### src/rtl/uart_rx_pkg.sv
package uart_rx_pkg;
  typedef enum logic {S_IDLE = 1'b0, S_RUN = 1'b1} rx_state_t;
  localparam int OSR_HI = 16;
  localparam int OSR_LO = 8;
endpackage

### src/rtl/uart_rx_sampler.sv
module uart_rx_sampler
  import uart_rx_pkg::*;
#(
  parameter int DW = 8
) (
  input  logic          clk,
  input  logic          rst,
  input  logic          tick,
  input  logic          rxd,
  input  logic          rx_en,
  input  logic          os_8x,
  input  logic          par_en,
  input  logic          par_odd,
  output logic          done,
  output logic [DW-1:0] data,
  output logic          fer,
  output logic          per,
  output logic          busy,
  output logic          quiet
);
  localparam int CW = $clog2(OSR_HI) + 1;
  localparam int IW = $clog2(DW + 3);
  localparam logic [IW-1:0] IDX_DATA_END = IW'(DW);
  localparam logic [IW-1:0] IDX_PAR      = IW'(DW + 1);
  localparam logic [IW-1:0] IDX_STOP_NP  = IW'(DW + 1);
  localparam logic [IW-1:0] IDX_STOP_P   = IW'(DW + 2);

  logic [1:0]    sync_q;
  logic          rx_s;
  rx_state_t     st;
  logic [CW-1:0] cnt, hi_cnt, osr, half;
  logic [IW-1:0] idx, last_idx;
  logic [DW-1:0] sr;
  logic          pbit;

  assign rx_s     = sync_q[1];
  assign osr      = os_8x ? CW'(OSR_LO) : CW'(OSR_HI);
  assign half     = osr >> 1;
  assign last_idx = par_en ? IDX_STOP_P : IDX_STOP_NP;
  assign busy     = (st == S_RUN);
  assign quiet    = (hi_cnt >= osr);

  always_ff @(posedge clk) begin
    if (rst) sync_q <= 2'b11;
    else     sync_q <= {sync_q[0], rxd};
  end

  // run of high samples, used to leave the break state
  always_ff @(posedge clk) begin
    if (rst)                  hi_cnt <= '0;
    else if (tick) begin
      if (!rx_s)              hi_cnt <= '0;
      else if (hi_cnt < osr)  hi_cnt <= hi_cnt + 1'b1;
    end
  end

  always_ff @(posedge clk) begin
    if (rst) begin
      st <= S_IDLE; cnt <= '0; idx <= '0; sr <= '0; pbit <= 1'b0;
      done <= 1'b0; data <= '0; fer <= 1'b0; per <= 1'b0;
    end else begin
      done <= 1'b0;
      if (!rx_en) begin
        st <= S_IDLE;
      end else if (tick) begin
        case (st)
          S_IDLE: if (!rx_s) begin
            st <= S_RUN; cnt <= CW'(1); idx <= '0;
          end
          S_RUN: begin
            if (cnt == osr - 1'b1) begin
              cnt <= '0; idx <= idx + 1'b1;
            end else begin
              cnt <= cnt + 1'b1;
            end
            if (cnt == half - 1'b1) begin
              if (idx == '0) begin
                if (rx_s) st <= S_IDLE;
              end else if (idx <= IDX_DATA_END) begin
                sr <= {rx_s, sr[DW-1:1]};
              end else if (idx == IDX_PAR && par_en) begin
                pbit <= rx_s;
              end
              if (idx == last_idx) begin
                st   <= S_IDLE;
                done <= 1'b1;
                data <= sr;
                fer  <= !rx_s;
                per  <= par_en && ((^sr ^ pbit) != par_odd);
              end
            end
          end
          default: st <= S_IDLE;
        endcase
      end
    end
  end

  p_glitch_abort_r6: assert property (@(posedge clk) disable iff (rst)
    (busy && rx_en && tick && idx == '0 && cnt == half - 1'b1 && rx_s) |=> (st == S_IDLE && !done));
  p_disabled_idle_r10: assert property (@(posedge clk) disable iff (rst)
    !rx_en |=> (st == S_IDLE && !done));
  p_done_single_r2: assert property (@(posedge clk) disable iff (rst)
    done |=> !done);
endmodule

### src/rtl/uart_rx_fifo.sv
module uart_rx_fifo #(
  parameter int W     = 8,
  parameter int DEPTH = 16
) (
  input  logic         clk,
  input  logic         rst,
  input  logic         wr,
  input  logic [W-1:0] wdata,
  input  logic         rd,
  output logic [W-1:0] rdata,
  output logic         empty,
  output logic         full
);
  localparam int AW = $clog2(DEPTH);
  localparam logic [AW:0] CNT_FULL = (AW+1)'(DEPTH);

  logic [W-1:0]  mem [DEPTH];
  logic [AW-1:0] wptr, rptr;
  logic [AW:0]   count;

  assign empty = (count == '0);
  assign full  = (count == CNT_FULL);

  always_ff @(posedge clk) begin
    if (wr) mem[wptr] <= wdata;
  end

  always_ff @(posedge clk) begin
    if (rst)     rdata <= '0;
    else if (rd) rdata <= mem[rptr];
  end

  always_ff @(posedge clk) begin
    if (rst) begin
      wptr <= '0; rptr <= '0; count <= '0;
    end else begin
      if (wr) wptr <= wptr + 1'b1;
      if (rd) rptr <= rptr + 1'b1;
      case ({wr, rd})
        2'b10:   count <= count + 1'b1;
        2'b01:   count <= count - 1'b1;
        default: count <= count;
      endcase
    end
  end

  p_no_push_full_r8: assert property (@(posedge clk) disable iff (rst) wr |-> !full);
  p_no_pop_empty_r11: assert property (@(posedge clk) disable iff (rst) rd |-> !empty);
endmodule

### src/rtl/uart_rx_brk.sv
module uart_rx_brk #(
  parameter int DW         = 8,
  parameter int FIFO_DEPTH = 16
) (
  input  logic          clk,
  input  logic          rst,
  input  logic          tick,
  input  logic          rxd,
  input  logic          rx_en,
  input  logic          os_8x,
  input  logic          par_en,
  input  logic          par_odd,
  input  logic          rd_en,
  input  logic          clr_fer,
  input  logic          clr_per,
  input  logic          clr_ovr,
  output logic [DW-1:0] rd_data,
  output logic          rd_avail,
  output logic          fer_flag,
  output logic          per_flag,
  output logic          ovr_flag,
  output logic          brk_flag
);
  logic          s_done, s_fer, s_per, s_busy, s_quiet;
  logic [DW-1:0] s_data;
  logic          good, push, pop, f_empty, f_full, brk_frame;

  uart_rx_sampler #(.DW(DW)) u_sampler (
    .clk(clk), .rst(rst), .tick(tick), .rxd(rxd), .rx_en(rx_en),
    .os_8x(os_8x), .par_en(par_en), .par_odd(par_odd),
    .done(s_done), .data(s_data), .fer(s_fer), .per(s_per),
    .busy(s_busy), .quiet(s_quiet)
  );

  assign good      = s_done && !s_fer && !s_per;
  assign brk_frame = s_done && s_fer && (s_data == '0);
  assign push      = good && !brk_flag && !f_full;
  assign pop       = rd_en && !f_empty;
  assign rd_avail  = !f_empty;

  uart_rx_fifo #(.W(DW), .DEPTH(FIFO_DEPTH)) u_fifo (
    .clk(clk), .rst(rst), .wr(push), .wdata(s_data), .rd(pop),
    .rdata(rd_data), .empty(f_empty), .full(f_full)
  );

  always_ff @(posedge clk) begin
    if (rst) begin
      fer_flag <= 1'b0; per_flag <= 1'b0; ovr_flag <= 1'b0; brk_flag <= 1'b0;
    end else begin
      fer_flag <= (s_done && s_fer) || (fer_flag && !clr_fer);
      per_flag <= (s_done && s_per) || (per_flag && !clr_per);
      ovr_flag <= (good && !brk_flag && f_full) || (ovr_flag && !clr_ovr);
      if (brk_frame)                brk_flag <= 1'b1;
      else if (s_quiet && !s_busy)  brk_flag <= 1'b0;
    end
  end

  p_brk_holds_queue_r7: assert property (@(posedge clk) disable iff (rst)
    (brk_flag && f_empty && !pop) |=> f_empty);
  p_brk_with_fer_r7: assert property (@(posedge clk) disable iff (rst)
    $rose(brk_flag) |-> fer_flag);
  p_ovr_when_full_r8: assert property (@(posedge clk) disable iff (rst)
    $rose(ovr_flag) |-> $past(f_full));
  p_fer_sticky_r9: assert property (@(posedge clk) disable iff (rst)
    (fer_flag && !clr_fer) |=> fer_flag);
endmodule

### config.mk
export PLATFORM = sky130hd
export DESIGN_NAME = uart_rx_brk
export DESIGN_NICKNAME = d
export VERILOG_FILES = /design/src/rtl/uart_rx_pkg.sv /design/src/rtl/uart_rx_sampler.sv /design/src/rtl/uart_rx_fifo.sv /design/src/rtl/uart_rx_brk.sv
export SDC_FILE = /design/constraint.sdc
export NUM_CORES = 1
export LEC_CHECK = 0
export BUFFER_PORTS_ARGS = -buffer_cell sky130_fd_sc_hd__buf_2
export CAP_MARGIN = 20
export CORE_AREA = 2 2 154 156
export CTS_BUF_LIST = sky130_fd_sc_hd__clkbuf_8
export CTS_CLUSTER_SIZE = 8
export DETAILED_ROUTE_END_ITERATION = 12
export DIE_AREA = 0 0 156 158
export PLACE_DENSITY = 0.61
export SETUP_SLACK_MARGIN = 0.3
export SLEW_MARGIN = 20
export SYNTH_ARGS = -nofsm -noshare
export SYNTH_HDL_FRONTEND = slang
export SYNTH_SLANG_ARGS = --single-unit
### constraint.sdc
create_clock -name clk -period 2.7 [get_ports clk]
set_clock_uncertainty 0.1 [all_clocks]
set_input_delay 0.27 -clock clk [delete_from_list [all_inputs] [get_ports clk]]
set_output_delay 0.27 -clock clk [all_outputs]
set_load 0.005 [all_outputs]
==> After elaboration in Yosys (flattened, before gate mapping) <==
Memory sizes are Yosys's and may differ from the RTL's. A register that Yosys moved wholly into a read port is not among the register bits.
Cells that the tools add are included.
Widths: inputs -> output; s select.
{ "totals": {"wordCells": 112, "latchBits": 0, "ram_bits": 128, "romBits": 0, "reg_bits": 54, "inputBits": 12, "n_memories": 1} }
{ "memory_table": {"columns": ["memory", "words", "word_bits", "rd", "rd_ports_with_merged_regs", "wr", "line", "source"], "rows": [
  ["u_fifo.mem", 16, 8, 1, 1, 1, "uart_rx_fifo.sv:17", "logic [W-1:0] mem [DEPTH];"]
]} }
{ "op_classes": {"n_eq_ne": 11, "shifts": 0, "div_mod_pow": 0, "order_cmp": 3, "n_addsub": 9, "n_mul": 0, "bitwise": 7, "mux": 21, "reduce_logical": 42} }
{ "op_table": {"columns": ["op", "count"], "rows": [
  ["$mux 5", 5],
  ["$pmux 5 s2", 2],
  ["$add 5x1->5 const B", 3],
  ["$logic_and 1x1->1", 15],
  ["$add 4x1->4 const B", 3],
  ["$eq 5x5->1", 2],
  ["$logic_not 1->1", 10],
  ["$sub 5x1->5 const B", 2],
  ["$mux 1", 9],
  ["$logic_not 8->1", 1],
  ["$mux 4", 2],
  ["$pmux 4 s2", 1],
  ["$reduce_xor 8->1", 1],
  ["$reduce_and 7->1", 1],
  ["$ne 2x2->1 const B", 3],
  ["$not 1->1", 6],
  ["$reduce_and 6->1", 1],
  ["$eq 5x5->1 const B", 1],
  ["$ge 5x5->1", 1],
  ["$logic_not 5->1", 1],
  ["$lt 5x5->1", 1],
  ["$reduce_and 5->1", 1],
  ["$reduce_or 5->1", 1],
  ["$sub 4x1->5 const B", 1],
  ["other kinds (16)", 19]
]} }

==> Longest topological paths before layout <==
Gate-level depths: netlist of the first run.
{ "depth": {"depth_word": 7, "depth_mapped": 12, "mapped_depth_nobuf": 11} }

==> Hierarchy <==
From an unflattened synthesis of the first run, not the netlist that was laid out.
{ "hier_totals": {"hier_cells": 578, "area_unflattened_um2": 7990.2} }
{ "by_module_without_submodules": {"columns": ["mod", "cells_per_inst", "instances", "area_per_inst_um2"], "rows": [
  ["uart_rx_fifo", 356, 1, 6034.5],
  ["uart_rx_sampler", 200, 1, 1760.4],
  ["uart_rx_brk", 22, 1, 195.2]
]} }

==> Worst setup path after synthesis of the first run <==
Ideal clock, no wire load.
{ "synth_path": {"path_type": "reg-to-reg", "startpoint": "register u_sampler.fer", "endpoint": "register u_fifo.count[4]", "t_arrival_ns": 2.614, "path_slack_ns": -0.085, "stages_incl_launch_ff": 11, "synth_period_minus_slack_ns": 2.785, "path_buffers": 0, "required_ns": 2.529, "cell_sequence": "dfxtp_1 > nor4b_1 > a21boi_2 > inv_1 > ha_1 > ha_1 > nor2b_1 > o21ai_0 > a21oi_1 > or4_1 > a21oi_1"} }
{ "synth_between": {"elab_chain_len": 7} }
{ "synth_rtl": {"columns": ["element", "line", "source"], "rows": [
  ["start, declared", "uart_rx_sampler.sv:16", "output logic fer,"],
  ["start signal, assigned", "uart_rx_sampler.sv:88", "fer <= !rx_s;"],
  ["$logic_not 1->1 (*)", "uart_rx_brk.sv:35", "assign good = s_done && !s_fer && !s_per;"],
  ["$logic_and 1x1->1 (*) (2 in series)", "uart_rx_brk.sv:35", null],
  ["$logic_and 1x1->1 (*) (2 in series)", "uart_rx_brk.sv:37", "assign push = good && !brk_flag && !f_full;"],
  ["$eq 2x1->1 or $eq 2x2->1 (tied branches)", "uart_rx_fifo.sv:39", "case ({wr, rd})"],
  ["$pmux 5 s2 or $reduce_bool 2->1 (tied branches)", null, null],
  ["end signal, assigned", "uart_rx_fifo.sv:40", "2'b10: count <= count + 1'b1;"],
  ["end signal, assigned", "uart_rx_fifo.sv:41", "2'b01: count <= count - 1'b1;"],
  ["end signal, assigned", "uart_rx_fifo.sv:42", "default: count <= count;"],
  ["end, declared", "uart_rx_fifo.sv:19", "logic [AW:0] count;"]
]} }
Every way passes the cells marked *; elsewhere a longest branch is shown, timed or not.
A chain may end at the register's enable or synchronous reset.

==> Worst setup path after layout of the first run <==
{ "layout_path": {"startpoint": "register u_fifo.count[3]", "endpoint": "register u_fifo.count[4]"} }
{ "layout_between": {"elab_chain_len": 5} }
{ "layout_rtl": {"columns": ["element", "line"], "rows": [
  ["$eq 5x5->1 or $logic_not 5->1 (tied branches)", "uart_rx_fifo.sv:22, uart_rx_fifo.sv:21"],
  ["$logic_not 1->1, on equally long branches", "uart_rx_brk.sv:37, uart_rx_brk.sv:38"],
  ["$logic_and 1x1->1, on equally long branches", "uart_rx_brk.sv:37, uart_rx_brk.sv:38"],
  ["$eq 2x1->1 or $eq 2x2->1 (tied branches)", "uart_rx_fifo.sv:39"],
  ["$pmux 5 s2 or $reduce_bool 2->1 (tied branches)", null]
]} }
Parallel ways exist; a longest one is shown, timed or not.

==> results of run 1 <==
[placed cells by master, fill, tap and decap left out, types with 10 or more instances in the layout]
cell type	n
a21oi_1	36
a22oi_1	17
buf_2	24
buf_4	34
clkbuf_8	17
dfxtp_1	57
edfxtp_1	128
ha_1	14
inv_1	17
mux2i_1	11
mux4_1	13
mux4_2	19
nand2_1	25
nand3_1	14
nor2_1	60
nor3_1	10
xnor2_1	16
xor2_1	10
[registers in the layout, summed over array words and instances, names as in the netlist, 2 cells and up]
name and flops:
u_fifo.mem 128, u_sampler.sync_q 2, u_fifo.rptr 4, u_sampler.hi_cnt 5, u_sampler.idx 4, u_fifo.rdata 8
u_sampler.data 8, u_sampler.sr 8, u_sampler.cnt 5, u_fifo.count 5, u_fifo.wptr 4
[area by class of cell]
type | instances | area (µm²) | area share (%)
multi-input cells | 313 | 2660 | 29.45
clock inverters | 15 | 151.4 | 1.676
well taps | 290 | 362.8 | 4.017
clock buffers | 17 | 234.0 | 2.590
flip-flops and latches | 190 | 5096 | 56.42
inverters | 20 | 82.58 | 0.9143
repair buffers | 64 | 445.4 | 4.931
[timing repair]
item	CTS	global route
endpoints found under the setup margin	2	3
hold buffers	5	0
resized for setup	2	11
buffers inserted	7	5
endpoints found under the hold margin	5	0
pin swaps	8	11
[metal layers]
metal,GRT usage [%],part of all wire [%]
met1,17.68,44
met2,23.01,49
met3,3.312,5.2
met4,4.150,1.2
met5,0,0
[critical path: cells and delay by family (launching register included)]
family | cells | cell delay, ps
fa+ha+maj | 2 | 540
flops | 1 | 360
simple gates | 4 | 1070
compound gates | 3 | 310
buf+inv | 2 | 120
[worst min path at each step]
stage	startpoint	end	cells after the start
floorplan	rxd	u_sampler.sync_q[0]	1
global route	clr_ovr	ovr_flag	4
global placement	u_sampler.sync_q[0]	u_sampler.sync_q[1]	1
finish	clr_ovr	ovr_flag	4
CTS	clr_ovr	ovr_flag	4
detailed placement	u_sampler.sync_q[0]	u_sampler.sync_q[1]	1
[where the power goes]
part | internal (mW) | switching (mW)
sequential | 3.07 | 0.00591
clock | 0.764 | 1.07
combinational | 0.0279 | 0.0412
total | 3.86 | 1.11
[logic make-up after synthesis]
| group | after synthesis | synth area share, % |
|---|---|---|
| muxes | 43 | 11.14 |
| xor gates and xnor gates | 27 | 3.168 |
| adders and majority gates | 18 | 2.947 |
| and+or+nand+nor | 150 | 9.268 |
| DFF | 190 | 64.39 |
| AOI/OAI and AO/OA | 75 | 5.910 |
| buffers and inverters | 45 | 3.185 |
[metrics by stage]
stage               power, mW  hold slack, ps  setup slack (ps)
finish                  4.970           64.83             121.5
global route            5.138           63.80            -31.55
CTS                     5.020           40.22             58.23
detailed placement      3.204           294.0             9.123
global placement        3.201           296.0             99.77
floorplan               3.181           273.8             130.6
==> flow_summary.ini, run 1 <==
[timing]
max_freq_mhz = 387.8
fin_crit_sh_pct = 95.50
tightest_slew_ps = 756.9
period_minus_slack_ps = 2578
slew_violations = 0
hold_viol_final = 0
fin_setup_tns_ps = 0
relSlewSlack_pct = 49.47
rsz0062_at_grt = yes
setup_viol_count_final = 0

[yosys]
synthFlopType = edfxtp_1
synth_area_um2 = 7898
yosysTopAreaCell = edfxtp_1
synth.area.top_cells = edfxtp_1 49%, dfxtp_1 16%, mux4_2 5.4%
syn_inst = 548
synth.net_count = 578
avgSynthCellArea_um2 = 14.41
seq_area_frac_synth_pct = 64.39
ys_warn_count = 0
ys_top_cells_by_count = 128 x edfxtp_1, 62 x dfxtp_1, 60 x nor2_1
synth-seq-cells = 190
synth_edf_count = 128
ys_async_sr_fraction_pct = 0
synth.most_common_cell = edfxtp_1
synth_cell_types = 52
synth_top_area_share_pct = 48.67

[global_routing]
grt-ovfl-total = 0
track_usage_pct = 13.71
antenna_found_initial = 0
grt_max_degree = 36
grt_pass1_wl_um = 25520
grt_pass1_vias = 4629

[clock_tree]
clkTransAtPathRegs_ps = 100
clock_sinks = 190
htree_num_levels = 4
ctsRootBufferMaster = clkbuf_8
cts_tree = yes
cts_buffer_depth = 2
clk_latency_ps = 460
numCtsBuffers = 17

[placed_design]
placed_cell_area_um2 = 8444
dpl.hpwl_um = 10240
place_inst = 860
finalWeightedCongestion = 0.8199
io_buffers = 24

[layout]
fin_util_pct = 39.18
drive_above_1_share_pct = 22.29
areaGrowthSynthToFinish_pct = 14.37
final_cells = 909
antenna_cells = 0
stdcell_area_um2 = 9032
nets = 636
nFillCells = 2111

[power_and_ir_drop]
powerDensity_nw_per_um2 = 550.2
ir_drop_v = 0.0003097
p_leak_nw = 2.644

[worst_setup_path]
crit_start = u_fifo.count[3]
crit_end = u_fifo.count[4]
path_class = flip-flop to flip-flop
crit_slowest_cell = or4_4
timing.rr.end = u_fifo.count[4]
path_cells = nor4_4 > a21boi_4 > inv_2 > ha_4 > inv_4 > fa_2 > nor2b_4 > o21ai_2 > and3_4 > or4_4 > a21oi_2
slowest_delay_ps = 410
path_max_fanout = 3
r2r_slack_ps = 120
required_ps = 2990
r2r_cells = 11
cp-start-kind = flip-flop
crit_path_end_kind = flip-flop
critPathArrivalTime_ps = 2870
reg2reg_from = u_fifo.count[3]

[floorplanning]
die_h_um = 158
fp.dieArea_um2 = 24650
start_util_pct = 34.26
die_w_um = 156
io_pins = 25
core_area_um2 = 23050
num_rows = 56

[worst_hold_path]
hp-class = input pin to flip-flop

[route]
drc = 0
drtAntennaViolNets = 0
first_pass_iters = 4
drt-total-wl_um = 16060
vias = 4555
vias_per_cell = 5.011
post_drt_wl_per_cell_um = 17.67
drtIter0Drc = 313

[job]
maxCapViolCount = 0

[outcome]
status = finished, final reports clean
No activity file was read; power rests on OpenSTA's default activity.
==> run 2, diff against run 1 <==
CORE_AREA = 2 2 92 161   (was 2 2 154 156)
DIE_AREA = 0 0 94 163   (was 0 0 156 158)
PLACE_DENSITY = 0.87   (was 0.61)
SYNTH_HIERARCHICAL = 1   (was unset)
==> run 2 against run 1 <==
Via count rose by 9.0%. Critical path depth stayed put. Count of clock-buffer cells in the layout unchanged. Maximum frequency is 6.1% higher. Cell count decreased by 9.6%. Largest power group unchanged. Global-route usage rose by 9.2 points. Critical path type unchanged. Sequential power increased by 1%. Final area up 0.22%.
==> flow_summary.ini, run 2 <==
[outcome]
status = finished, final reports clean

[route]
post_drt_wl_per_cell_um = 20.55
drtIter0Drc = 372
drc = 0
drtAntennaViolNets = 0
vias = 4963
drt-total-wl_um = 16890
vias_per_cell = 6.038
first_pass_iters = 7

[yosys]
ys_top_cells_by_count = 128 x edfxtp_1, 62 x dfxtp_1, 39 x nand2_1
yosysTopAreaCell = edfxtp_1
synth-seq-cells = 190
syn_inst = 578
synthFlopType = edfxtp_1
synth_top_area_share_pct = 48.11
seq_area_frac_synth_pct = 63.64
ys_warn_count = 6
synth.most_common_cell = edfxtp_1
avgSynthCellArea_um2 = 13.82
synth.area.top_cells = edfxtp_1 48%, dfxtp_1 16%, mux4_2 4.5%
synth_area_um2 = 7990
synth_edf_count = 128
ys_async_sr_fraction_pct = 0
synth.net_count = 607
synth_cell_types = 58

[worst_setup_path]
slowest_delay_ps = 370
crit_slowest_cell = dfxtp_4
required_ps = 2940
crit_buf_inv = 1
crit_path_end_kind = flip-flop
critical_path.top_delay_family = simple AND/OR/NAND/NOR gates
cp-start-kind = flip-flop
critPathArrivalTime_ps = 2670
path_max_fanout = 4
path_cells = nor4_4 > and2_4 > nor2b_4 > inv_4 > ha_4 > xor2_2 > ha_2 > nor2_4 > o32ai_4 > a211o_1 > nand3_1
path_class = flip-flop to flip-flop

[worst_hold_path]
hp-class = input pin to flip-flop

[timing]
setup_viol_count_final = 0
holdWs_ps = 52.18
hold_viol_final = 0
slew_violations = 0
max_freq_mhz = 411.3
period_minus_slack_ps = 2431
tightest_slew_ps = 860.8
rsz0062_at_grt = yes
relSlewSlack_pct = 42.49
fin_setup_tns_ps = 0
fin_crit_sh_pct = 90.04

[layout]
areaGrowthSynthToFinish_pct = 13.29
largest_register_ffs = 128
final_cell_mix = 128 x edfxtp_1, 57 x dfxtp_1, 39 x nand2_1
nFillCells = 1008
antenna_cells = 0
nets = 658
final_common_cell = edfxtp_1
drive_above_1_share_pct = 24.92
regMostFlops = u_fifo/mem

[clock_tree]
cts_buffer_depth = 2
ctsRootBufferMaster = clkbuf_8
cts_tree = yes
clkTransAtPathRegs_ps = 100
numCtsBuffers = 17
clk_latency_ps = 460
clock_sinks = 190
htree_num_levels = 4

[placed_design]
io_buffers = 24
dpl.hpwl_um = 11440
finalWeightedCongestion = 0.8481

[power_and_ir_drop]
powerDensity_nw_per_um2 = 578.7
ir_drop_v = 0.0004376
p_leak_nw = 2.668

[floorplanning]
core_area_um2 = 14150
die_h_um = 163
die_w_um = 94
start_util_pct = 56.46
fp.dieArea_um2 = 15320
io_pins = 25
num_rows = 58

[global_routing]
track_usage_pct = 22.95
antenna_found_initial = 0
grt_max_degree = 37
grt_pass1_vias = 5216
grt-ovfl-total = 0
grt_pass1_wl_um = 26170

[job]
maxCapViolCount = 0
## run 2: cell count changes after synthesis, sizes merged, moves of 9 or more
cell   previous run  this run
a21oi            39        30
nor2             60        28
mux4             32        16
mux2              0        24
nand3            14        23
o22ai             0         9
and2              1        18
a22oi            17         1
nand2            25        40
a221o             0         9
## run 2: worst min-delay path, cell delays in order
cell and delay, ps:
buf_2 80, nor2b_1 40, a21oi_1 120, nor2_1 50
## run 2: worst paths after layout
| kind | startpoint | endpoint | slack [ps] | cells after the start |
|---|---|---|---|---|
| max reg2reg | u_fifo/count[0] | u_fifo/count[4] | 270 | 11 |
| max | u_fifo/count[0] | u_fifo/count[4] | 270 | 11 |
| min reg2reg | u_sampler/sync_q[0] | u_sampler/sync_q[1] | 330 | 1 |
| min | clr_ovr | ovr_flag | 50 | 4 |
## run 2: cell type report
cell class                      count  area (µm²)  share of cell area, %
Clock buffer                       17       234.0                  2.585
Clock inverter                     15       176.4                  1.949
Inverter                           12       47.55                 0.5252
Multi-Input combinational cell    351        2883                  31.85
Sequential cell                   190        5096                  56.30
Tap cell                          180       225.2                  2.488
Timing Repair Buffer               57       390.4                  4.312
## run 2: cells by family (layout without fill, tap and decap cells)
kind of cell / Yosys count / after routing / synth area share [%]
AOI/OAI and AO/OA: 82 / 82 / 7.344
and+or+nand+nor: 170 / 170 / 11.34
muxes: 54 / 54 / 9.646
buffers and inverters: 37 / 101 / 2.130
xor gates and xnor gates: 28 / 28 / 3.241
DFF: 190 / 190 / 63.64
adders and majority gates: 17 / 17 / 2.662
## run 2: what timing repair did
item                       4_1_cts  5_1_grt
setup endpoints to repair       13       45
resized for setup               11       17
hold endpoints to repair         4        0
hold buffers                     4        0
setup buffers                    4       11
pin swaps                        1       11
## run 2: per-stage QoR
| stage | instance area, µm² | power, mW | utilization, % | std cells | setup slack, ps |
|---|---|---|---|---|---|
| floorplan | 8074 | 3.305 | - | 578 | 249.5 |
| global placement | 8376 | 3.355 | 59.19 | 771 | 293.1 |
| detailed placement | 8376 | 3.370 | 59.19 | 771 | 150.9 |
| CTS | 8892 | 5.224 | 62.84 | 811 | 295.6 |
| global route | 9052 | 5.397 | 63.97 | 822 | 174.7 |
| finish | 9052 | 5.239 | 63.97 | 822 | 268.8 |
## run 2: routing by layer
| layer | GRT usage (%) | share of wire (%) | vias to the layer above |
|---|---|---|---|
| met5 | 0 | 0 | - |
| met4 | 14.36 | 6.3 | 0 |
| met3 | 4.396 | 3.7 | 58 |
| met2 | 42.79 | 57 | 185 |
| met1 | 22.52 | 33 | 2440 |
| li1 | - | - | 2280 |
## run 2: where the power goes
part	internal, mW	total (mW)	switching (mW)
clock	0.788	1.88	1.09
sequential	3.09	3.11	0.0269
combinational	0.122	0.251	0.129
==> run 3, diff against run 2 <==
ABC_AREA = 1   (was unset)
CORE_AREA = 2 2 94 164   (was 2 2 92 161)
DIE_AREA = 0 0 96 166   (was 0 0 94 163)
==> run 3 against run 2 <==
Sequential share of layout area shrank 0.61 points. Critical path depth grew 3. Sequential cell count is the same. Largest power group unchanged. Combinational power grew to 5.5 times the previous value. Sequential power grew 4%. Register-to-register slack gained 150 ps. Largest cell class unchanged. Clock power grew 3%. Final area grew 0.93%. Non-clock buffer count shrank 9. Worst hold slack lost 32 ps.
==> flow_summary.ini, run 3 <==
[outcome]
status = finished, final reports clean

[yosys]
ys_top_cells_by_count = 269 x nand2_1, 128 x edfxtp_1, 122 x nand3_1
synthFlopType = edfxtp_1
synth.area.top_cells = edfxtp_1 46%, dfxtp_1 15%, nand2_1 12%
synth.most_common_cell = nand2_1
synth_cell_types = 38
yosysTopAreaCell = edfxtp_1
synth_edf_count = 128
synth_area_um2 = 8351
synth.net_count = 926
seq_area_frac_synth_pct = 60.89
ys_warn_count = 6
synth_top_area_share_pct = 46.03
synth-seq-cells = 190
syn_inst = 897
ys_async_sr_fraction_pct = 0
avgSynthCellArea_um2 = 9.309

[worst_setup_path]
slowest_delay_ps = 410
path_cells = nor2_1 > nand3_1 > nor2_1 > nor2_1 > buf_4 > ha_1 > nand2_1 > nand2_1 > nand3_1 > nand2_1 > nand2_1 > nand2_1 > nand2_1 > a21oi_1
path_class = flip-flop to flip-flop
crit_slowest_cell = dfxtp_1
reg2reg_from = u_fifo/count[0]
path_max_fanout = 23
r2r_slack_ps = 420
critPathArrivalTime_ps = 2580
required_ps = 2990
timing.rr.end = u_fifo/count[4]
crit_top_cell = nand2_1
r2r_cells = 14
crit_path_end_kind = flip-flop
crit_end = u_fifo/count[4]
crit_start = u_fifo/count[0]
cp-start-kind = flip-flop

[job]
maxCapViolCount = 0

[route]
drt-total-wl_um = 18380
vias = 6323
drtIter0Drc = 535
vias_per_cell = 5.615
first_pass_iters = 5
drtAntennaViolNets = 0
post_drt_wl_per_cell_um = 16.32
drc = 0

[floorplanning]
die_w_um = 96
die_h_um = 166
io_pins = 25
core_area_um2 = 14690
num_rows = 59
start_util_pct = 56.84
fp.dieArea_um2 = 15940

[timing]
fin_setup_tns_ps = 0
setup_viol_count_final = 0
relSlewSlack_pct = 41.86
max_freq_mhz = 437.9
hold_viol_final = 0
fin_crit_sh_pct = 84.57
period_minus_slack_ps = 2283
fin_ws_ps = 416.6
slew_violations = 0
tightest_slew_ps = 871.0
rsz0062_at_grt = no

[worst_hold_path]
hp-class = input pin to flip-flop

[global_routing]
grt_max_degree = 68
grt_pass1_vias = 6093
antenna_found_initial = 0
track_usage_pct = 23.98
grt_pass1_wl_um = 29080
grt-ovfl-total = 0

[clock_tree]
cts_buffer_depth = 2
numCtsBuffers = 17
clk_latency_ps = 460
cts_tree = yes
ctsRootBufferMaster = clkbuf_8
clock_sinks = 190
clkTransAtPathRegs_ps = 100
htree_num_levels = 4
cts_setup_buffers = 0

[placed_design]
io_buffers = 24
place_inst = 1090
dpl.hpwl_um = 12390
placed_cell_area_um2 = 8663
post-place-ws_ps = 366.0
finalWeightedCongestion = 0.9042

[layout]
largest_register_ffs = 128
nFillCells = 1119
final_cells = 1126
seq_area_um2 = 5087
nets = 959
drive_above_1_share_pct = 10.29
final_common_cell = nand2_1
areaGrowthSynthToFinish_pct = 9.410
multi_input_area_um2 = 2823
stdcell_area_um2 = 9136
antenna_cells = 0
regMostFlops = u_fifo/mem
final_cell_mix = 269 x nand2_1, 128 x edfxtp_1, 122 x nand3_1

[power_and_ir_drop]
p_comb_share_pct = 21.2
power_mw = 6.561
switchingPower_mw = 2.086
power_frac_seq_pct = 49.4
p_clk_share_pct = 29.4
p_leak_nw = 3.820
internal_power_mw = 4.474
ir_drop_v = 0.0004626
powerDensity_nw_per_um2 = 718.1
p_sw_share_pct = 31.80
## run 3: layer usage
metal | routed length (µm) | part of all wire, % | vias up | GRT usage, %
met1 | 6504 | 35 | 2960 | 25.72
met2 | 10060 | 55 | 259 | 43.42
met5 | 0 | 0 | - | 0
met4 | 966 | 5.3 | 0 | 11.99
li1 | - | - | 3042 | -
met3 | 849 | 4.6 | 62 | 4.265
## run 3: how the worst min path moves through the flow
stage / to / cells after the start / from / slack, ps
final: u_sampler/busy / 3 / rx_en / 20
after global routing: u_sampler/busy / 3 / rx_en / 3
after CTS: u_sampler/busy / 3 / rx_en / 10
after detailed placement: u_sampler/sync_q[1] / 1 / u_sampler/sync_q[0] / 300
after global placement: u_sampler/sync_q[1] / 1 / u_sampler/sync_q[0] / 290
after floorplan: fer_flag / 1 / rst / 240
## run 3: power groups by stage
stage	registers [mW]	clock network [mW]	logic [mW]
4_1_cts	3.24	1.94	1.35
3_3_place_gp	3.30	0	1.31
6_report	3.24	1.93	1.39
3_5_place_dp	3.30	0	1.34
2_1_floorplan	3.30	0	0.998
5_1_grt	3.25	2.05	1.55
## run 3: cells by family after synthesis
kind of cell             synth area share, %
adder cells (fa/ha/maj)                2.547
AND/OR/NAND/NOR                        25.89
buffers and inverters                  5.574
flip-flops                             60.89
XOR/XNOR                              0.8391
AO/OA/AOI/OAI                          4.255
## run 3: timing repair
action | CTS | global route
hold buffers | 4 | 0
gates resized for setup | 0 | 6
endpoints found under the hold margin | 4 | 0
setup endpoints to repair | 0 | 3
## run 3: critical path, delay by kind of cell, from the launching register on
kind / cells / cell delay [ps]
simple gates: 11 / 1010
flops: 1 / 410
buf+inv: 1 / 320
fa+ha+maj: 1 / 270
compound gates: 1 / 100
## run 3: cell type report
| type | count | area share [%] |
|---|---|---|
| flip-flops and latches | 190 | 55.68 |
| repair buffers | 48 | 3.396 |
| inverters | 74 | 3.040 |
| clock buffers | 17 | 2.561 |
| clock inverters | 15 | 1.917 |
| multi-input cells | 599 | 30.90 |
| well taps | 183 | 2.506 |
## run 3: metrics by stage
stage	util (%)	hold slack [ps]
final	62.19	19.88
after global routing	62.19	3.311
after CTS	62.03	11.33
after detailed placement	58.97	296.0
after global placement	58.97	294.1
after floorplan	-	239.1
